--- src/rtl/qbio_pkg.sv ---
package qbio_pkg;

   typedef struct packed {
      logic level;
      logic floating;
   } pad_res_t;

   // Strong pull-down wins, then an external driver, then any pull-up.
   function automatic pad_res_t resolve_pad(input logic pull_down,
                                            input logic drv_en,
                                            input logic drv_lvl,
                                            input logic pull_up);
      pad_res_t r;
      if (pull_down) begin
         r.level    = 1'b0;
         r.floating = 1'b0;
      end else if (drv_en) begin
         r.level    = drv_lvl;
         r.floating = 1'b0;
      end else begin
         r.level    = pull_up;
         r.floating = ~pull_up;
      end
      return r;
   endfunction

endpackage

--- src/rtl/qbio_latch.sv ---
module qbio_latch #(
   parameter int WIDTH = 8
) (
   input  logic             clk,
   input  logic             rst,
   input  logic             wr_en,
   input  logic [WIDTH-1:0] wr_data,
   output logic [WIDTH-1:0] latch_q
);

   if (WIDTH < 1) begin : g_bad_width
      $error("qbio_latch: WIDTH must be at least 1");
   end

   always_ff @(posedge clk) begin
      if (rst)        latch_q <= '1;
      else if (wr_en) latch_q <= wr_data;
   end

   AST_RESET_RELEASES: assert property (@(posedge clk)
      rst |=> (latch_q == {WIDTH{1'b1}}));

   AST_WRITE_STORES: assert property (@(posedge clk) disable iff (rst)
      wr_en |=> (latch_q == $past(wr_data)));

   AST_LATCH_HOLDS: assert property (@(posedge clk) disable iff (rst)
      !wr_en |=> $stable(latch_q));

endmodule

--- src/rtl/qbio_pad.sv ---
module qbio_pad
   import qbio_pkg::*;
#(
   parameter int WIDTH      = 8,
   parameter bit HAS_PULLUP = 1'b1
) (
   input  logic             clk,
   input  logic             rst,
   input  logic [WIDTH-1:0] latch_q,
   input  logic [WIDTH-1:0] ext_oe,
   input  logic [WIDTH-1:0] ext_lvl,
   input  logic [WIDTH-1:0] ext_pu,
   output logic [WIDTH-1:0] pd_on,
   output logic [WIDTH-1:0] level,
   output logic [WIDTH-1:0] floating
);

   logic [WIDTH-1:0] weak_hi;

   if (HAS_PULLUP) begin : g_pullup
      assign weak_hi = '1;
   end else begin : g_no_pullup
      assign weak_hi = '0;
   end

   for (genvar i = 0; i < WIDTH; i++) begin : g_pin
      pad_res_t res;
      assign pd_on[i]    = ~latch_q[i];
      assign res         = resolve_pad(pd_on[i], ext_oe[i], ext_lvl[i],
                                       weak_hi[i] | ext_pu[i]);
      assign level[i]    = res.level;
      assign floating[i] = res.floating;

      AST_PD_FORCES_LOW: assert property (@(posedge clk) disable iff (rst)
         !latch_q[i] |-> !level[i]);

      AST_DRIVE_PASSES: assert property (@(posedge clk) disable iff (rst)
         (latch_q[i] && ext_oe[i]) |-> (level[i] == ext_lvl[i]));

      AST_FLOAT_IS_LOW: assert property (@(posedge clk) disable iff (rst)
         floating[i] |-> (!level[i] && latch_q[i] && !ext_pu[i]));
   end

endmodule

--- src/rtl/qbio_sync.sv ---
module qbio_sync #(
   parameter int WIDTH  = 8,
   parameter int STAGES = 2
) (
   input  logic             clk,
   input  logic             rst,
   input  logic [WIDTH-1:0] d,
   output logic [WIDTH-1:0] q
);

   if (STAGES < 2) begin : g_bad_stages
      $error("qbio_sync: STAGES must be at least 2");
   end

   logic [WIDTH-1:0] stage [STAGES];

   for (genvar s = 0; s < STAGES; s++) begin : g_stage
      always_ff @(posedge clk) begin
         if (rst)         stage[s] <= '1;
         else if (s == 0) stage[s] <= d;
         else             stage[s] <= stage[(s == 0) ? 0 : s-1];
      end
   end

   assign q = stage[STAGES-1];

   AST_SYNC_FIRST: assert property (@(posedge clk) disable iff (rst)
      1'b1 |=> (stage[0] == $past(d)));

   AST_SYNC_LAST: assert property (@(posedge clk) disable iff (rst)
      1'b1 |=> (q == $past(stage[STAGES-2])));

endmodule

--- src/rtl/qbio_port.sv ---
module qbio_port #(
   parameter int WIDTH       = 8,
   parameter int SYNC_STAGES = 2,
   parameter bit HAS_PULLUP  = 1'b1
) (
   input  logic             clk,
   input  logic             rst,
   input  logic             wr_en,
   input  logic [WIDTH-1:0] wr_data,
   input  logic             rd_pin_en,
   input  logic             rd_latch_en,
   output logic [WIDTH-1:0] rd_data,
   input  logic [WIDTH-1:0] ext_oe,
   input  logic [WIDTH-1:0] ext_lvl,
   input  logic [WIDTH-1:0] ext_pu,
   output logic [WIDTH-1:0] pin_pd_on,
   output logic [WIDTH-1:0] pin_level,
   output logic [WIDTH-1:0] pin_float
);

   if (WIDTH < 1 || WIDTH > 64) begin : g_bad_width
      $error("qbio_port: WIDTH out of range 1..64");
   end

   logic [WIDTH-1:0] latch_q;
   logic [WIDTH-1:0] pin_sync;

   qbio_latch #(.WIDTH(WIDTH)) u_latch (
      .clk     (clk),
      .rst     (rst),
      .wr_en   (wr_en),
      .wr_data (wr_data),
      .latch_q (latch_q)
   );

   qbio_pad #(.WIDTH(WIDTH), .HAS_PULLUP(HAS_PULLUP)) u_pad (
      .clk      (clk),
      .rst      (rst),
      .latch_q  (latch_q),
      .ext_oe   (ext_oe),
      .ext_lvl  (ext_lvl),
      .ext_pu   (ext_pu),
      .pd_on    (pin_pd_on),
      .level    (pin_level),
      .floating (pin_float)
   );

   qbio_sync #(.WIDTH(WIDTH), .STAGES(SYNC_STAGES)) u_sync (
      .clk (clk),
      .rst (rst),
      .d   (pin_level),
      .q   (pin_sync)
   );

   // Latch read has priority; nonblocking update gives the pre-write value.
   always_ff @(posedge clk) begin
      if (rst)              rd_data <= '0;
      else if (rd_latch_en) rd_data <= latch_q;
      else if (rd_pin_en)   rd_data <= pin_sync;
   end

   AST_RESET_CLEARS_BUS: assert property (@(posedge clk)
      rst |=> (rd_data == '0));

   AST_READ_PIN: assert property (@(posedge clk) disable iff (rst)
      (rd_pin_en && !rd_latch_en) |=> (rd_data == $past(pin_sync)));

   AST_READ_LATCH: assert property (@(posedge clk) disable iff (rst)
      rd_latch_en |=> (rd_data == $past(latch_q)));

   AST_BUS_HOLDS: assert property (@(posedge clk) disable iff (rst)
      (!rd_pin_en && !rd_latch_en) |=> $stable(rd_data));

endmodule

--- config.mk ---
export PLATFORM = sky130hd
export DESIGN_NAME = qbio_port
export DESIGN_NICKNAME = d
export VERILOG_FILES = /design/src/rtl/qbio_pkg.sv /design/src/rtl/qbio_latch.sv /design/src/rtl/qbio_pad.sv /design/src/rtl/qbio_sync.sv /design/src/rtl/qbio_port.sv
export SDC_FILE = /design/constraint.sdc
export NUM_CORES = 1
export LEC_CHECK = 0
export ABC_CLOCK_PERIOD_IN_PS = 1100
export CORE_AREA = 2 2 74 76
export CTS_BUF_LIST = sky130_fd_sc_hd__clkbuf_8
export CTS_CLUSTER_DIAMETER = 150
export DETAILED_ROUTE_END_ITERATION = 7
export DIE_AREA = 0 0 76 78
export PLACE_DENSITY_LB_ADDON = 0.05
export SLEW_MARGIN = 40
export SYNTH_ARGS = -nofsm -noshare
export SYNTH_HDL_FRONTEND = slang
export SYNTH_SLANG_ARGS = --single-unit
--- constraint.sdc ---
create_clock -name clk -period 1.1 [get_ports clk]
set_input_delay 0.22 -clock clk [delete_from_list [all_inputs] [get_ports clk]]
set_output_delay 0.22 -clock clk [all_outputs]
set_load 0.1 [all_outputs]
==> qor.csv, run 1 <==
stage;metric;value;unit
outcome;status;finished, violations left;
outcome;violations;setup timing;
worst_setup_path;critPathTopFamily;flip-flops;
drt;route.detailed.wl_per_inst;10.8;um
yosys;ys.flop_type;dfxtp_1;
placed_design;place_inst;255;
timing;min_period;1.18;ns
grt;grt_max_degree;13;
worst_setup_path;r2r-start;u_latch.latch_q[3]$_SDFFE_PP1P_;
timing;post-route-period-util;108;%
drt;drtIter0Drc;16;
timing;fin_ws;-0.0839;ns
finish;fillCellCount;482;
clock_network;clkLatencyLatePin;0.28;ns
timing;fin_skew;0.00435;ns
placed_design;placed_area;2210;um^2
clock_network;htreeDepth;2;
die;rows;26;
grt;antenna_found_initial;0;
worst_setup_path;crit_path_end_kind;output port;
drt;drc;0;
worst_setup_path;crit_arrival;0.96;ns
yosys;netlist_instances;129;
worst_setup_path;r2r-end;u_latch.latch_q[3]$_SDFFE_PP1P_;
worst_setup_path;crit_required;0.88;ns
yosys;synth_cell_types;19;
worst_setup_path;crit_path_max_incr_delay;0.35;ns
clock_network;clockRootBuffer;clkbuf_8;
timing;finalSetupViolCount;13;
worst_setup_path;cp_num_buf_inv;2;
die;die_area;5930;um^2
job;cap_violations;0;
yosys;synthArstFlopShare;0;%
yosys;syn_area_per_cell;9.64;um^2
yosys;syn_area;1240;um^2
placed_design;port-buffer-count;52;
yosys;yosys.area.top_type;dfxtp_1;
power;p_per_area;1530;nW/um^2
worst_setup_path;crit_fanout;4;
drt;drt_pass1_iterations;2;
finish;drive_above_1_share;52.4;%
die;io_pins;69;
timing;slew_viol_final;0;
die;die_h;78;um
die;die_w;76;um
yosys;synthTopCellsByArea;dfxtp_1 (52%), nor2b_1 (6.5%), mux2i_1 (6.4%), a211oi_1 (4.8%), buf_4 (4.8%);
worst_setup_path;ff2ff_setup_slack;0.14;ns
worst_setup_path;crit_chain;inv_4, nor2_4, buf_12;
worst_setup_path;worstSetupPathType;register to output port;
hold_path;hold_end;u_sync.stage[0][0]$_SDFF_PP1_;
placed_design;dpl.hpwl;2.20;mm
drt;ant_nets;0;
grt;grt_pass1_vias;1077;
drt;vias_per_cell;3.88;
drt;vias;1095;
yosys;yosys-top-cells-count;dfxtp_1 (32), nor2b_1 (13), inv_1 (9);
hold_path;worstHoldStart;ext_lvl[0];
finish;final_cells;282;
yosys;yosysMostFrequentCell;dfxtp_1;
finish;antenna_cells;0;
timing;rsz0062_at_grt;yes;
yosys;synth.top_cell.area_share;51.5;%
timing;hold_violations;0;
grt;overflow;0;
clock_network;numCtsBuffers;5;
finish;fin_nets;248;
worst_setup_path;reg2reg_depth;4;
clock_network;cts_tree;yes;
placed_design;gp_congestion;0.701;
finish;final_core_util;51.0;%
yosys;ys_warn_count;0;
yosys;seq_area_frac_synth;51.5;%
finish;area_growth;107;%
clock_network;clock_tree.buffer_depth;2;
timing;fmax;845;MHz
yosys;ys_ff_latch;32;
hold_path;min_path_type;input pin to register;
hold_path;worstHoldPathCells;3;
worst_setup_path;start_kind;register;
yosys;synth_edf_count;0;
clock_network;clock-sinks;32;
clock_network;cts.clk_slew.worst_paths;0.06;ns
grt;grt_first_pass_wirelength;5.24;mm
grt;grtUsageTotal;11.4;%
finish;final_area;2570;um^2
die;core;5040;um^2
power;vdd_ir_drop_max;0.000565;V
power;p_leak;1.13;nW
die;initial_core_util;24.7;%
worst_setup_path;slowest_stage;dfxtp_2;
drt;wl;3.04;mm
through the flow:
step | worst slack, ns | TNS (ns) | hold slack (ns) | power [mW]
6_report | -0.0839 | -0.938 | 0.393 | 3.92
5_1_grt | -0.144 | -1.63 | 0.400 | 4.10
4_1_cts | -0.123 | -1.27 | 0.386 | 3.95
3_5_place_dp | -0.309 | -7.19 | 0.393 | 2.65
3_3_place_gp | -0.278 | -7.22 | 0.394 | 2.64
2_1_floorplan | -0.481 | -4.58 | 0.346 | 2.16
what timing repair did:
action | 4_1_cts | 5_1_grt
resized for setup | 50 | 0
pin swaps | 5 | 5
hold endpoints to repair | 0 | 0
setup buffers | 14 | 5
hold buffers | 0 | 0
endpoints found under the setup margin | 16 | 16
routing by layer:
metal / GRT usage, % / vias to the layer above / wire length, um
met5: 0 / - / 0
met4: 5.45 / 0 / 61
met3: 5.12 / 5 / 208
met2: 17.6 / 43 / 1460
met1: 13.5 / 480 / 1320
li1: - / 567 / -
cell type report:
class | count | area, um^2 | area share (%)
clock buffer | 7 | 96.3 | 3.75
clock inverter | 1 | 30.0 | 1.17
inverter | 10 | 61.3 | 2.38
multi-input combinational | 80 | 601 | 23.3
sequential | 32 | 668 | 26.0
tap | 70 | 87.6 | 3.40
timing repair buffer | 82 | 1030 | 40.0
worst min-delay path, cell delays in order:
cell           delay [ns]
dlygate4sd2_1        0.23
nor2b_4              0.05
o21ai_0              0.13
where the power goes:
part	internal [mW]	total (mW)	switching, mW
registers	1.25	1.30	0.0582
logic	0.556	1.42	0.860
clock network	0.798	1.20	0.405
total	2.60	3.92	1.32
layout by cell type, fill, tap and decap left out:
cell and n:
nand2_1 8, nor2_4 5, dfxtp_4 3, bufinv_16 1, inv_1 1, nor2b_1 8, dlygate4sd2_1 16, buf_12 29
buf_4 25, clkbuf_8 7, nor2b_4 5, inv_4 5, inv_2 1, clkinvlp_4 3, a21o_1 3, nand2b_4 3
clkdlybuf4s50_1 12, a211oi_1 8, and2_4 3, mux2i_1 8, dfxtp_2 13, o211ai_1 8, o21ai_0 5, or2_2 8
conb_1 8, dfxtp_1 16
how the worst max path moves through the flow:
stage	from	end	slack [ns]	depth (start not counted)
after floorplan	u_latch.latch_q[0]$_SDFFE_PP1P_	pin_level[0]	-0.48	2
after global placement	ext_oe[4]	pin_level[4]	-0.28	4
after detailed placement	ext_oe[5]	pin_level[5]	-0.31	4
after CTS	u_latch.latch_q[5]$_SDFFE_PP1P_	pin_level[5]	-0.12	3
after global routing	u_latch.latch_q[6]$_SDFFE_PP1P_	pin_level[6]	-0.14	3
final	u_latch.latch_q[6]$_SDFFE_PP1P_	pin_level[6]	-0.08	3
sequential cells by signal, summed over array words and instances, names as in the netlist:
signal,flops
u_latch.latch_q,8
u_sync.stage,16
rd_data,8
logic make-up after synthesis:
kind of cell	count (synthesis)	synth area share (%)
AOI/OAI and AO/OA	24	13.5
buffers and inverters	24	10.8
DFF	32	51.5
muxes	8	6.44
other	1	0.302
and+or+nand+nor	40	17.5
(Power assumes the default switching activity.)
==> inputs of run 2 (changes only) <==
--- a/config.mk
+++ b/config.mk
@@ -7,10 +7,10 @@
 export LEC_CHECK = 0
 export ABC_CLOCK_PERIOD_IN_PS = 1100
 export CORE_AREA = 2 2 74 76
-export CTS_BUF_LIST = sky130_fd_sc_hd__clkbuf_8
 export CTS_CLUSTER_DIAMETER = 150
 export DETAILED_ROUTE_END_ITERATION = 7
 export DIE_AREA = 0 0 76 78
+export GPL_TIMING_DRIVEN = 0
 export PLACE_DENSITY_LB_ADDON = 0.05
 export SLEW_MARGIN = 40
 export SYNTH_ARGS = -nofsm -noshare
==> qor.csv, run 2 (same netlist as run 1, synthesis figures left out) <==
stage;metric;value;unit;change
timing;fin_skew;0.00232;ns;-0.00203 ns
die;initial_core_util;24.7;%;unchanged
timing;fmax;838;MHz;-0.77%
power;total_power;3.53;mW;-10%
finish;layout_common_cells;buf_4 (25), dlygate4sd2_1 (16), dfxtp_1 (16);;
worst_setup_path;slowest_stage;dfxtp_4;;
worst_setup_path;crit_fanout;3;;-1
drt;vias;1104;;+0.82%
worst_setup_path;critPathTopFamily;flip-flops;;
timing;post-route-period-util;108;%;+0.84 points
timing;hold_violations;0;;unchanged
clock_network;clkLatencyLatePin;0.28;ns;about the same
finish;top_register;u_sync.stage;;
worst_setup_path;crit_arrival;0.97;ns;about the same
grt;overflow;0;;unchanged
drt;wl;3.30;mm;+8.5%
die;core;5040;um^2;unchanged
die;io_pins;69;;unchanged
timing;holdWs;0.257;ns;-0.136 ns
die;rows;26;;unchanged
power;power.switching;1.31;mW;-0.99%
worst_setup_path;crit_path_end_kind;output port;;
timing;slew_viol_final;0;;unchanged
clock_network;clock-sinks;32;;unchanged
placed_design;gp_congestion;0.667;;-4.7%
drt;drtIter0Drc;28;;+12
worst_setup_path;r2r-start;u_latch.latch_q[4]$_SDFFE_PP1P_;;
clock_network;htreeDepth;2;;unchanged
power;p_per_area;1490;nW/um^2;-2.1%
worst_setup_path;cp_num_buf_inv;1;;-1
worst_setup_path;crit_required;0.88;ns;about the same
finish;largest_registers;u_sync.stage (16), rd_data (8), u_latch.latch_q (8);;
finish;antenna_cells;0;;unchanged
power;internal_power;2.22;mW;-15%
power;p_leak;1.07;nW;-5.7%
clock_network;holdBufCountCts;0;;unchanged
timing;fin_ws;-0.0931;ns;-0.00921 ns
clock_network;cts_tree;yes;;
drt;drt_pass1_iterations;4;;+2
clock_network;numCtsBuffers;5;;unchanged
timing;finalSetupViolCount;11;;-2
die;die_h;78;um;unchanged
hold_path;min_path_type;input pin to register;;
worst_setup_path;ff2ff_setup_slack;0.24;ns;+0.10 ns
grt;grt_pass1_vias;1168;;+8.4%
grt;grt_first_pass_wirelength;5.48;mm;+4.6%
worst_setup_path;start_kind;register;;
worst_setup_path;crit_path_max_incr_delay;0.37;ns;+0.02 ns
worst_setup_path;worstSetupPathType;register to output port;;
finish;layout_commonest_cell;buf_4;;
worst_setup_path;crit_chain;and2_4, buf_12;;
hold_path;hold_end;u_latch.latch_q[2]$_SDFFE_PP1P_;;
drt;route.detailed.wl_per_inst;11.8;um;+9.3%
power;seqPwrFrac;36.7;%;+3.5 points
hold_path;worstHoldStart;wr_en;;
finish;area_growth;89.9;%;
timing;rsz0062_at_grt;yes;;
outcome;status;finished, violations left;;
power;p_comb_share;37.4;%;+1.3 points
placed_design;port-buffer-count;50;;-3.8%
finish;fillCellCount;509;;+5.6%
finish;fin_nets;246;;-0.81%
drt;drc;0;;unchanged
clock_network;clock_tree.buffer_depth;2;;unchanged
worst_setup_path;reg2reg_depth;4;;unchanged
drt;ant_nets;0;;unchanged
grt;grtUsageTotal;11.9;%;+0.46 points
hold_path;worstHoldPathCells;2;;-1
timing;min_period;1.19;ns;+0.00921 ns
grt;antenna_found_initial;0;;unchanged
job;cap_violations;0;;unchanged
power;sw_frac_of_total;37.1;%;+3.4 points
die;die_w;76;um;unchanged
outcome;violations;setup timing;;
finish;largest_register_ff_count;16;;unchanged
die;die_area;5930;um^2;unchanged
grt;grt_max_degree;11;;-2
power;clkPwrFrac;25.9;%;-4.8 points
power;vdd_ir_drop_max;0.000565;V;+0.11%
clock_network;clockRootBuffer;clkbuf_8;;
placed_design;dpl.hpwl;2.23;mm;+1.3%
finish;drive_above_1_share;51.9;%;-0.45 points
worst_setup_path;r2r-end;rd_data[4]$_SDFFE_PP0P_;;
drt;vias_per_cell;3.94;;+1.5%
clock_network;cts.clk_slew.worst_paths;0.06;ns;about the same
## run 2: power by group through the flow
stage | registers, mW | logic, mW | clock network, mW
finish | 1.30 | 1.32 | 0.913
global route | 1.31 | 1.37 | 0.998
CTS | 1.30 | 1.28 | 0.940
detailed placement | 1.31 | 1.05 | 0
global placement | 1.31 | 1.12 | 0
floorplan | 1.49 | 0.669 | 0
## run 2: final cells by class
cell class	instances	area [um^2]	share of cell area, %
Buffer	14	98.8	4.18
Clock buffer	8	90.1	3.81
Inverter	10	61.3	2.60
Multi-Input combinational cell	80	601	25.4
Sequential cell	32	668	28.3
Tap cell	70	87.6	3.71
Timing Repair Buffer	66	756	32.0
## run 2: repair_timing
| action | 4_1_cts | 5_1_grt |
|---|---|---|
| resized for setup | 115 | 13 |
| setup endpoints to repair | 26 | 23 |
| pin swaps | 5 | 5 |
| buffers inserted | 12 | 4 |
## run 2: worst max-delay path by stage
stage                               startpoint  slack [ns]  cells past startpoint           end
4_1_cts        u_latch.latch_q[7]$_SDFFE_PP1P_       -0.11                      2  pin_level[7]
6_report       u_latch.latch_q[2]$_SDFFE_PP1P_       -0.09                      2  pin_level[2]
3_3_place_gp                        ext_lvl[3]       -1.16                      4  pin_level[3]
3_5_place_dp                        ext_lvl[7]       -0.47                      4  pin_level[7]
5_1_grt        u_latch.latch_q[7]$_SDFFE_PP1P_       -0.13                      2  pin_level[7]
2_1_floorplan  u_latch.latch_q[0]$_SDFFE_PP1P_       -0.48                      2  pin_level[0]
## run 2: metal layers
metal / global-route usage, % / vias to the layer above / part of all wire (%)
li1: - / 563 / -
met1: 13.1 / 490 / 42
met2: 20.0 / 46 / 48
met3: 4.77 / 5 / 8.0
met4: 5.45 / 0 / 1.4
met5: 0 / - / 0
## run 2: worst reg2reg max path, stage by stage, from the launching register on
cell      delay (ns)
dfxtp_2         0.35
buf_4           0.10
buf_4           0.09
nor2b_1         0.03
a211oi_1        0.19
## run 2: metrics by stage
| stage | utilization [%] | cells | area [um^2] | setup WS [ns] | setup TNS, ns |
|---|---|---|---|---|---|
| after global placement | 38.2 | 256 | 1920 | -1.16 | -24.33 |
| after CTS | 45.2 | 276 | 2280 | -0.105 | -1.21 |
| after global routing | 46.8 | 280 | 2360 | -0.133 | -1.36 |
| after floorplan | - | 136 | 1340 | -0.481 | -4.58 |
| after detailed placement | 35.8 | 256 | 1800 | -0.470 | -9.28 |
| final | 46.8 | 280 | 2360 | -0.0931 | -0.822 |
==> inputs of run 3 (changes only) <==
--- a/config.mk
+++ b/config.mk
@@ -6,10 +6,11 @@
 export NUM_CORES = 1
 export LEC_CHECK = 0
 export ABC_CLOCK_PERIOD_IN_PS = 1100
-export CORE_AREA = 2 2 74 76
+export CORE_AREA = 2 2 68 83
 export CTS_CLUSTER_DIAMETER = 150
 export DETAILED_ROUTE_END_ITERATION = 7
-export DIE_AREA = 0 0 76 78
+export DIE_AREA = 0 0 70 85
+export GPL_ROUTABILITY_DRIVEN = 0
 export GPL_TIMING_DRIVEN = 0
 export PLACE_DENSITY_LB_ADDON = 0.05
 export SLEW_MARGIN = 40
==> qor.csv, run 3 (same netlist as run 1, synthesis figures left out) <==
stage;metric;value;unit;change
outcome;status;finished, violations left;;
outcome;violations;setup timing;;
worst_setup_path;r2r-start;u_latch.latch_q[5]$_SDFFE_PP1P_;;
power;sw_frac_of_total;36.6;%;-0.52 points
timing;fin_ws;-0.0813;ns;+0.0117 ns
clock_network;numCtsBuffers;5;;unchanged
timing;slew_viol_final;0;;unchanged
worst_setup_path;r2r-end;rd_data[5]$_SDFFE_PP0P_;;
power;power.switching;1.29;mW;-1.7%
clock_network;clock-sinks;32;;unchanged
die;die_w;70;um;-7.9%
grt;use_met2;19.2;%;-0.78 points
placed_design;port-buffer-count;50;;unchanged
timing;hold_violations;0;;unchanged
worst_setup_path;start_kind;register;;
drt;drc;0;;unchanged
timing;min_period;1.18;ns;-0.0117 ns
timing;rsz0062_at_grt;yes;;
power;p_comb_share;37.9;%;+0.5 points
worst_setup_path;startpoint;u_latch.latch_q[4]$_SDFFE_PP1P_;;
die;core;5150;um^2;+2.2%
drt;drt_pass1_iterations;4;;unchanged
clock_network;holdBufCountCts;0;;unchanged
clock_network;cts_tree;yes;;
grt;grt_first_pass_wirelength;5.18;mm;-5.4%
power;seqPwrFrac;36.8;%;about the same
grt;grt.busiest_layer;met2;;
finish;antenna_cells;0;;unchanged
finish;drive_above_1_share;52.6;%;+0.68 points
worst_setup_path;crit_required;0.88;ns;about the same
grt;grt_pass1_vias;1137;;-2.7%
power;p_leak;1.08;nW;+1.0%
worst_setup_path;crit_path_end_kind;output port;;
finish;layout_commonest_cell;buf_4;;
job;cap_violations;0;;unchanged
grt;overflow;0;;unchanged
finish;final_cells;275;;-1.8%
placed_design;placed_area;1790;um^2;-0.55%
finish;largest_register_ff_count;16;;unchanged
placed_design;place_inst;248;;-3.1%
power;total_power;3.52;mW;-0.27%
power;internal_power;2.23;mW;+0.56%
die;die_h;85;um;+9.0%
clock_network;clkLatencyLatePin;0.28;ns;about the same
power;p_per_area;1480;nW/um^2;-1.2%
drt;drtIter0Drc;31;;+11%
finish;area_growth;91.7;%;
finish;largest_registers;u_sync.stage (16), rd_data (8), u_latch.latch_q (8);;
drt;vias;1126;;+2.0%
worst_setup_path;crit_fanout;4;;+1
timing;post-route-period-util;107;%;-1.1 points
clock_network;cts.clk_slew.worst_paths;0.06;ns;about the same
clock_network;htreeDepth;2;;unchanged
grt;grt_max_degree;11;;unchanged
timing;fin_skew;0.00145;ns;-0.000868 ns
finish;fin_nets;249;;+1.2%
power;vdd_ir_drop_max;0.000559;V;-1.0%
worst_setup_path;crit_arrival;0.96;ns;about the same
hold_path;min_path_type;input pin to register;;
worst_setup_path;reg2reg_depth;4;;unchanged
timing;holdWs;0.246;ns;-0.0106 ns
drt;ant_nets;0;;unchanged
die;rows;29;;+12%
drt;route.detailed.wl_per_inst;11.7;um;-0.90%
finish;layout_common_cells;buf_4 (28), dlygate4sd2_1 (17), dfxtp_1 (16);;
timing;fmax;847;MHz;+0.99%
finish;final_area;2380;um^2;+0.90%
finish;top_register;u_sync.stage;;
die;initial_core_util;24.1;%;-0.53 points
worst_setup_path;worstSetupPathType;register to output port;;
drt;vias_per_cell;4.09;;+3.8%
worst_setup_path;endpoint;pin_level[4];;
power;clkPwrFrac;25.4;%;-0.5 points
die;die_area;5950;um^2;+0.37%
clock_network;clockRootBuffer;clkbuf_8;;
grt;use_met1;12.5;%;-0.61 points
drt;wl;3.21;mm;-2.7%
timing;finalSetupViolCount;11;;unchanged
clock_network;clock_tree.buffer_depth;2;;unchanged
grt;antenna_found_initial;0;;unchanged
placed_design;dpl.hpwl;2.24;mm;+0.40%
grt;grt_util_met3;3.80;%;-0.97 points
worst_setup_path;ff2ff_setup_slack;0.23;ns;about the same
grt;grtUsageTotal;11.3;%;-0.55 points
die;io_pins;69;;unchanged
## run 3: cell count changes in the layout (fill, tap and decap cells not counted)
cell            change
buf_4               +3
buf_6               -2
dlymetal6s2s_1      -1
dlygate4sd2_1       +1
buf_8               +1
buf_12              +1
## run 3: how the worst min path moves through the flow
stage | from | end | cells past startpoint
after floorplan | wr_data[7] | u_latch.latch_q[7]$_SDFFE_PP1P_ | 2
after global placement | u_sync.stage[0][2]$_SDFF_PP1_ | u_sync.stage[1][2]$_SDFF_PP1_ | 1
after detailed placement | u_sync.stage[0][6]$_SDFF_PP1_ | u_sync.stage[1][6]$_SDFF_PP1_ | 1
after CTS | wr_en | u_latch.latch_q[3]$_SDFFE_PP1P_ | 2
after global routing | wr_en | u_latch.latch_q[2]$_SDFFE_PP1P_ | 2
final | wr_en | u_latch.latch_q[2]$_SDFFE_PP1P_ | 2
## run 3: per-stage QoR
stage | setup slack [ns] | setup TNS [ns] | util [%]
floorplan | -0.481 | -4.58 | -
global placement | -1.16 | -25.11 | 37.2
detailed placement | -0.459 | -9.40 | 34.8
CTS | -0.109 | -1.05 | 45.4
global route | -0.132 | -1.25 | 46.3
finish | -0.0813 | -0.726 | 46.3
## run 3: area by class of cell
type	count	area (um^2)
tap	62	77.6
multi-input combinational	80	601
sequential	32	668
clock buffer	8	90.1
inverter	10	61.3
timing repair buffer	69	787
fill	528	2770
buffer	14	98.8
## run 3: per-layer routing
metal  up-vias  share of wire, %
met1       508                41
met4         0               1.8
li1        573                 -
met2        41                52
met3         4               5.6
met5         -                 0
## run 3: timing repair
| action | in CTS | in global routing |
|---|---|---|
| pin swaps | 5 | 5 |
| resized for setup | 127 | 4 |
| setup endpoints to repair | 32 | 16 |
| endpoints found under the hold margin | 0 | 0 |
| setup buffers | 15 | 4 |
## run 3: critical path, cell delays in order, from the launching register on
cell	delay, ns
dfxtp_2	0.35
inv_4	0.06
nor2_4	0.10
buf_12	0.18
## run 3: power groups by stage
| stage | clock network (mW) | registers [mW] | logic, mW |
|---|---|---|---|
| final | 0.892 | 1.29 | 1.33 |
| after global routing | 0.981 | 1.30 | 1.38 |
| after CTS | 0.929 | 1.29 | 1.32 |
| after detailed placement | 0 | 1.31 | 1.06 |
| after global placement | 0 | 1.31 | 1.12 |
| after floorplan | 0 | 1.49 | 0.669 |
